`config.mk`:
```
export PLATFORM = sky130hd
export DESIGN_NAME = sqi_quantizer
export DESIGN_NICKNAME = d
export VERILOG_FILES = /design/src/rtl/sqi_pkg.sv /design/src/rtl/sqi_ctrl.sv /design/src/rtl/sqi_datapath.sv /design/src/rtl/sqi_quantizer.sv
export SDC_FILE = /design/constraint.sdc
export NUM_CORES = 1
export LEC_CHECK = 0
export BUFFER_PORTS_ARGS = -buffer_cell sky130_fd_sc_hd__buf_2
export CORE_UTILIZATION = 55
export CTS_CLUSTER_DIAMETER = 30
export DETAILED_ROUTE_END_ITERATION = 8
export GPL_TIMING_DRIVEN = 0
export PLACE_DENSITY_LB_ADDON = 0.15
export SYNTH_ARGS = -nofsm -noshare
export SYNTH_HDL_FRONTEND = slang
export SYNTH_SLANG_ARGS = --single-unit
```
`constraint.sdc`:
```
create_clock -name clk -period 7.94 [get_ports clk]
set_clock_uncertainty 0.2 [all_clocks]
set_input_delay 0.397 -clock clk [delete_from_list [all_inputs] [get_ports clk]]
set_output_delay 0.397 -clock clk [all_outputs]
set_load 0.005 [all_outputs]
```
`src/rtl/sqi_pkg.sv`:
```
package sqi_pkg;

  typedef enum logic [1:0] {
    ST_IDLE   = 2'd0,
    ST_SCAN   = 2'd1,
    ST_REPORT = 2'd2
  } sqiState_t;

  // Strobes sent by the controller to the datapath.
  typedef struct packed {
    logic load;    // capture a new reading
    logic finish;  // scan ended: register the current index as the grade
    logic zero;    // link down: register grade 0
  } sqiCmd_t;

endpackage

```
`src/rtl/sqi_ctrl.sv`:
```
module sqi_ctrl
  import sqi_pkg::*;
#(
  parameter int NUM_BINS = 8,
  localparam int IDX_W = $clog2(NUM_BINS)
) (
  input  logic             clk,
  input  logic             rstN,
  input  logic             sampleValid,
  input  logic             linkUp,
  input  logic             hit,
  output sqiCmd_t          cmd,
  output logic [IDX_W-1:0] scanIdx
);

  localparam logic [IDX_W-1:0] LAST_IDX = IDX_W'(NUM_BINS - 1);

  sqiState_t state;
  logic      atLast;

  assign atLast = (scanIdx == LAST_IDX);

  always_comb begin
    cmd.load   = (state == ST_IDLE) && sampleValid;
    cmd.zero   = (state == ST_IDLE) && sampleValid && !linkUp;
    cmd.finish = (state == ST_SCAN) && (hit || atLast);
  end

  always_ff @(posedge clk or negedge rstN) begin
    if (!rstN) begin
      state   <= ST_IDLE;
      scanIdx <= '0;
    end else begin
      unique case (state)
        ST_IDLE: begin
          scanIdx <= '0;
          if (sampleValid) state <= linkUp ? ST_SCAN : ST_REPORT;
        end
        ST_SCAN: begin
          if (hit || atLast) state <= ST_REPORT;
          else scanIdx <= scanIdx + 1'b1;
        end
        ST_REPORT: state <= ST_IDLE;
        default:   state <= ST_IDLE;
      endcase
    end
  end

  // a scan never runs past the last table entry
  p_scan_bound_r4: assert property (@(posedge clk) disable iff (!rstN)
    (state == ST_SCAN && atLast) |=> (state == ST_REPORT))
    else $error("scan ran past last entry");

  // a running scan is never cut short back to idle
  p_no_restart_r7: assert property (@(posedge clk) disable iff (!rstN)
    (state == ST_SCAN) |=> (state != ST_IDLE))
    else $error("scan aborted");

  // report lasts a single cycle
  p_report_once_r6: assert property (@(posedge clk) disable iff (!rstN)
    (state == ST_REPORT) |=> (state == ST_IDLE))
    else $error("report state held");

endmodule

```
`src/rtl/sqi_datapath.sv`:
```
module sqi_datapath
  import sqi_pkg::*;
#(
  parameter int MSE_W    = 16,
  parameter int NUM_BINS = 8,
  parameter logic [NUM_BINS*MSE_W-1:0] THRESHOLDS = '0,
  localparam int IDX_W = $clog2(NUM_BINS)
) (
  input  logic             clk,
  input  logic             rstN,
  input  sqiCmd_t          cmd,
  input  logic [IDX_W-1:0] scanIdx,
  input  logic [MSE_W-1:0] mseIn,
  output logic             hit,
  output logic [IDX_W-1:0] qualityIdx,
  output logic             qualityValid
);

  logic [MSE_W-1:0] thrTable [NUM_BINS];
  logic [MSE_W-1:0] mseHeld;

  for (genvar g = 0; g < NUM_BINS; g++) begin : g_thr
    assign thrTable[g] = THRESHOLDS[g*MSE_W +: MSE_W];
  end

  assign hit = (mseHeld >= thrTable[scanIdx]);

  always_ff @(posedge clk or negedge rstN) begin
    if (!rstN) mseHeld <= '0;
    else if (cmd.load) mseHeld <= mseIn;
  end

  always_ff @(posedge clk or negedge rstN) begin
    if (!rstN) begin
      qualityIdx   <= '0;
      qualityValid <= 1'b0;
    end else if (cmd.zero) begin
      qualityIdx   <= '0;
      qualityValid <= 1'b1;
    end else if (cmd.finish) begin
      qualityIdx   <= scanIdx;
      qualityValid <= 1'b1;
    end else begin
      qualityValid <= 1'b0;
    end
  end

  // the registered grade's threshold is met by the held reading
  p_match_r1: assert property (@(posedge clk) disable iff (!rstN)
    cmd.finish |=> (mseHeld >= thrTable[qualityIdx]))
    else $error("grade threshold not met");

  // the threshold one grade worse was not met (first match)
  p_first_r1: assert property (@(posedge clk) disable iff (!rstN)
    (qualityValid && qualityIdx != '0) |-> (mseHeld < thrTable[qualityIdx - 1'b1]))
    else $error("earlier threshold was met");

  // link-down path reports grade 0 on the next cycle
  p_zero_r5: assert property (@(posedge clk) disable iff (!rstN)
    cmd.zero |=> (qualityValid && qualityIdx == '0))
    else $error("link-down grade not zero");

  // valid is a single-cycle pulse
  p_pulse_r6: assert property (@(posedge clk) disable iff (!rstN)
    qualityValid |=> !qualityValid)
    else $error("valid held two cycles");

  // the reading does not change while its result is reported
  p_hold_r7: assert property (@(posedge clk) disable iff (!rstN)
    qualityValid |=> $stable(mseHeld))
    else $error("reading replaced during report");

endmodule

```
`src/rtl/sqi_quantizer.sv`:
```
module sqi_quantizer
  import sqi_pkg::*;
#(
  parameter int MSE_W    = 16,
  parameter int NUM_BINS = 8,
  parameter logic [NUM_BINS*MSE_W-1:0] THRESHOLDS = {
    16'h0000, 16'h015B, 16'h01B6, 16'h0227,
    16'h02B6, 16'h0369, 16'h044C, 16'h0569},
  localparam int IDX_W = $clog2(NUM_BINS)
) (
  input  logic             clk,
  input  logic             rstN,
  input  logic             sampleValid,
  input  logic [MSE_W-1:0] mseValue,
  input  logic             linkUp,
  output logic [IDX_W-1:0] qualityIdx,
  output logic             qualityValid,
  output logic [IDX_W-1:0] qualityMax
);

  sqiCmd_t          cmd;
  logic [IDX_W-1:0] scanIdx;
  logic             hit;

  assign qualityMax = IDX_W'(NUM_BINS - 1);

  sqi_ctrl #(.NUM_BINS(NUM_BINS)) i_ctrl (
    .clk        (clk),
    .rstN       (rstN),
    .sampleValid(sampleValid),
    .linkUp     (linkUp),
    .hit        (hit),
    .cmd        (cmd),
    .scanIdx    (scanIdx)
  );

  sqi_datapath #(
    .MSE_W     (MSE_W),
    .NUM_BINS  (NUM_BINS),
    .THRESHOLDS(THRESHOLDS)
  ) i_datapath (
    .clk         (clk),
    .rstN        (rstN),
    .cmd         (cmd),
    .scanIdx     (scanIdx),
    .mseIn       (mseValue),
    .hit         (hit),
    .qualityIdx  (qualityIdx),
    .qualityValid(qualityValid)
  );

endmodule

```
Word-level counts from Yosys, hierarchy flattened
Memory sizes are Yosys's and may differ from the RTL's.
Cells that the tools add are included.
Widths: inputs -> output; s select.

word-level totals
  output and inout bits = 7
  memory bits (read-only) = 128
  memories kept = 1
  register bits = 25

memory list
  memory            words  bits a word  rd ports  clocked after Yosys merged registers in  write ports  line                RTL
  (name not given)  8      16           1         0                                        0            sqi_datapath.sv:26  assign hit = (mseHeld >= thrTable[scanIdx]);

operators by class
  $lt $le $gt $ge = 2
  $add $sub $neg = 1
  reduce and logical (&&, ||, !) cells = 10
  eq/ne operators = 5
  bitwise operators = 1
  mux-type cells = 12

operator list
  kind                 count
  $mux 16              2
  $ge 16x16->1         1
  $mux 3               3
  $mux 2               3
  $ne 2x2->1 const B   3
  $pmux 3 s2           1
  $ge 4x4->1 const B   1
  $not 3->4            1
  $pmux 2 s2           1
  $reduce_and 2->1     2
  $reduce_bool 2->1    2
  $add 3x1->3 const B  1
  $eq 3x3->1 const B   1
  $logic_and 1x1->1    3
  $eq 2x1->1 const B   1
  $logic_not 2->1      1
  $mux 1               2
  $logic_not 1->1      1
  $logic_or 1x1->1     1

Longest topological paths before layout
  depth in word-level cells = 9
  gate-level depth with buffers = 10

Cells and area by module
A second synthesis with hierarchy kept.

unflattened totals
  cells, all modules = 135
  area total of the unflattened synthesis = 1512.7 um2

by module, submodules not included
  module         area each (um2)  cells an instance  sequential area each (um2)  times used
  sqi_datapath   1176.1           102                500.5                       1
  sqi_ctrl       310.3            29                 125.1                       1
  sqi_quantizer  26.3             4                  0.0                         1

Worst setup path after synthesis
No wires, ideal clock.

  kind = register to register
  from = register i_ctrl.scanIdx[0]
  to = register i_datapath.qualityIdx[2]
  setup time = 0.125 ns
  stages on the path, launching flop included = 10
  required time = 7.615 ns
  arrival = 2.239 ns
  path slack = 5.376 ns
  buffers on the path = 0
  path through = dfrtp_1 -> inv_1 -> ha_1 -> a21oi_1 -> ha_1 -> nand4_1 -> nor2_1 -> a211oi_4 -> nor3b_2 -> mux2_4

on the way
  word-level cells in the longest chain between the ends = 8
  elaborated cells on any way between the ends = 9
  those cells by class = order compare: 1; eq/ne: 1; mux: 2; bitwise: 1; reduce/logical: 3; memory: 1

RTL lines
  element                                      line                RTL
  start: declaration                           sqi_ctrl.sv:13      output logic [IDX_W-1:0] scanIdx
  start signal: assignment                     sqi_ctrl.sv:41      else scanIdx <= scanIdx + 1'b1;
  $not 3->4 (implied by the code)              sqi_datapath.sv:26
  $mem_v2 8x16                                 -
  $mux 16 (implied by the code) (2 in series)  sqi_datapath.sv:26
  $ge 16x16->1                                 sqi_datapath.sv:26
  $logic_or 1x1->1 *                           sqi_ctrl.sv:26      cmd.finish = (state == ST_SCAN) && (hit || atLast);
  $logic_and 1x1->1 *                          sqi_ctrl.sv:26
  $reduce_bool 2->1 (no source line) *         -
  end signal: assignment                       sqi_datapath.sv:41  qualityIdx <= scanIdx;
  end: declaration                             sqi_datapath.sv:15  output logic [IDX_W-1:0] qualityIdx,

Every way passes the cells marked *; elsewhere a longest branch is shown, timed or not. The select of a mux whose other input is x is not followed.
A chain may end at the register's enable or synchronous reset.

Final worst setup path
Same ends and word-level chain as after synthesis.

==> run_results.csv <==
group,metric,value,unit
run_status,status,"complete, no violations",
pwr,p_sw_share,30.50,%
finish,drive_gt1_share,36.48,%
pwr,combinationalPowerShare,28.4,%
routing,firstDrtPassIters,2,
placed_design,place.gp.congestion,0.7891,
timing,final-hold-violation-count,0,
timing,max_freq,344.0,MHz
clock_tree,clkTransAtPathRegs,0.14,ns
setup_path,required,7.97,ns
pwr,seqPwrFrac,53.4,%
placed_design,placedCellCount,184,
timing,setup_violations,0,
finish,finalNonFillerCells,189,
synthesis,avgSynthCellArea,11.67,um2
routing,postRouteAntennaNets,0,
synthesis,async_flop_share,100.0,%
timing,holdWs,0.06798,ns
synthesis,synth_top_area_cell,"dfrtp_1",
die,start_util,59.67,%
grt,grt_pass1_vias,1019,
synthesis,ys_warn_count,0,
setup_path,start_kind,"flop",
die,rows,18,
routing,vias,1000,
routing,drt-initial-drc-count,8,
clock_tree,ctsHtreeMaxLevel,1,
grt,antenna_found_initial,0,
placed_design,io_buffer_count,23,
routing,vias_per_cell,5.291,
routing,routedWlPerCell,13.75,um
synthesis,synth_edf_count,0,
synthesis,synth.most_common_cell,"dfrtp_1",
pwr,power,0.0003158,W
setup_path,crit_chain,"inv_1 > ha_1 > nor2_1 > mux2i_1 > ha_1 > nor3b_1 > o21ai_1 > a211oi_4 > nor3b_2 > mux2_4",
pwr,ir_worst_vdd,0.1425,mV
setup_path,crit_family,"simple AND/OR/NAND/NOR gates",
synthesis,ys_ff_latch,25,
setup_path,critical_path_class,"reg2reg",
timing,fin_ws,5.033,ns
synthesis,netlist_top_cells_count,"dfrtp_1 (25), ha_1 (18), mux2_2 (16), nor2_1 (8), o21ai_0 (7)",
clock_tree,ctsResizeCount,0,
timing,min_period_over_period,36.61,%
placed_design,place_ws,5.077,ns
clock_tree,cts_sinks,25,
finish,antennaDiodeCount,0,
die,die_area,2950,um2
synthesis,synth_cells,129,
setup_path,cp-end-kind,"flop",
die,coreArea,2522,um2
die,num_io_pins,27,
grt,grt_pass1_wl,4.457,mm
synthesis,synth_top_area_share,41.56,%
pwr,p_sw,0.00009633,W
finish,nNetsFinal,198,
clock_tree,cts_tree,"yes",
pwr,p_clk_share,18.3,%
hold_path,hold_path_class,"in2reg",
setup_path,cp_data_arrival_time,2.94,ns
routing,wl,2.598,mm
die,die_w,54.32,um
grt,grt_max_degree,26,
setup_path,path_max_fanout,10,
synthesis,yosys-top-cells-area,"dfrtp_1 (42%), ha_1 (15%), mux2_2 (12%), mux2i_1 (3.3%), mux2_4 (3.0%)",
setup_path,crit_path_frequent_cell,"ha_1",
setup_path,critical_path_buf_inv_count,1,
clock_tree,clock_path_buffers,2,
synthesis,ys.flop_type,"dfrtp_1",
setup_path,slowest_stage,"dfrtp_1",
pwr,p_per_area,185.5,nW/um2
synthesis,ys_types,31,
finish,syn2layout_area_growth,13.13,%
run,drv_cap,0,
die,die_y,54.32,um
clock_tree,numCtsBuffers,3,
finish,fill_cells,218,
pwr,cellInternalPower,0.0002195,W
placed_design,dpl.hpwl,2.059,mm
clock_tree,root_buffer,"clkbuf_4",
setup_path,cpPeakStageDelay,0.58,ns
synthesis,ys_seq_area_share,41.56,%
timing,worstMarginPinSlew,0.5554,ns
timing,rsz0062_at_grt,"false",
timing,finalCriticalPeriod,2.907,ns
timing,slew_headroom,62.98,%
grt,grt_usage,21.51,%
timing,slew_violations,0,
pwr,p_leak,0.8225,nW
grt,overflow,0,
synthesis,netlist_area,1505,um2
clock_tree,clock_latency,0.33,ns
routing,drc,0,
timing,tns,0,ns
[cell usage in the layout (no fill, tap or decap), types with 4 or more instances in the layout]
cell type	n
nor2_1	8
nand2_1	5
buf_4	4
o21ai_0	7
mux2_2	16
dfrtp_1	25
mux2i_1	5
buf_2	24
ha_1	18
inv_1	6
a21oi_1	5
nor2b_1	5
[cell families (layout without fill, tap and decap cells)]
logic type      count (synthesis)  in the layout  share of synthesized area, %
fa+ha+maj                      18             18                         14.96
simple gates                   30             30                         12.05
compound gates                 19             19                         8.811
buf+inv                        12             40                         4.073
mux                            24             24                         18.29
other cells                     1              3                        0.2491
flops                          25             25                         41.56
[layout make-up]
cell class                      instances  area (um2)  area share [%]
Buffer                                  6       38.79           2.278
Sequential cell                        25       625.6           36.74
Timing Repair Buffer                   24       125.1           7.348
Clock inverter                          1       5.005          0.2939
Multi-Input combinational cell         94       825.8           48.49
Clock buffer                            3       22.52           1.323
Inverter                                6       22.52           1.323
Tap cell                               30       37.54           2.204
[timing repair]
action	in CTS	in global routing
setup buffers	0	0
hold endpoints to repair	25	0
hold buffers	1	0
[tightest hold or removal path, delay by kind of cell]
family | cells | cell delay [ns]
simple gates | 2 | 0.10
buf+inv | 1 | 0.09
[power groups by stage]
stage	Combinational (W)	Sequential, W	Clock, W
after CTS	0.0000909	0.000169	0.0000613
after global routing	0.000101	0.000172	0.0000656
after detailed placement	0.0000902	0.000172	0
after floorplan	0.0000688	0.000166	0
final	0.0000897	0.000169	0.0000576
after global placement	0.0000855	0.000170	0
[sequential cells by signal (all words and copies together), names as in the netlist]
name	count
i_datapath.mseHeld	16
i_ctrl.scanIdx	3
i_datapath.qualityIdx	3
i_ctrl.state	2
i_datapath.qualityValid	1
[per-stage QoR]
stage	area, um2	utilization (%)
detailed placement	1665	66.02
global route	1703	67.51
floorplan	1513	-
finish	1703	67.51
CTS	1703	67.51
global placement	1665	66.02
[final timing paths]
kind	from	endpoint	slack (ns)	depth (start not counted)
max	i_ctrl.scanIdx[0]$_DFFE_PN0P_	i_datapath.qualityIdx[2]$_DFFE_PN0P_	5.03	10
min	linkUp	i_ctrl.state[0]$_DFFE_PN0P_	0.07	3
max reg2reg	i_ctrl.scanIdx[0]$_DFFE_PN0P_	i_datapath.qualityIdx[2]$_DFFE_PN0P_	5.03	10
min reg2reg	i_datapath.mseHeld[6]$_DFFE_PN0P_	i_datapath.mseHeld[6]$_DFFE_PN0P_	0.33	1
max in group asynchronous	rstN	i_datapath.mseHeld[2]$_DFFE_PN0P_	6.79	2
min in group asynchronous	rstN	i_datapath.mseHeld[9]$_DFFE_PN0P_	0.37	2
[layer usage]
metal  track usage [%]  vias up  share of wire (%)
li1                  -      504                  -
met1             27.38      471                 46
met2             36.18       20                 49
met3             3.611        5                3.1
met4             8.120        0                1.4
met5                 0        -                  0
No activity file was read; power rests on OpenSTA's default activity.
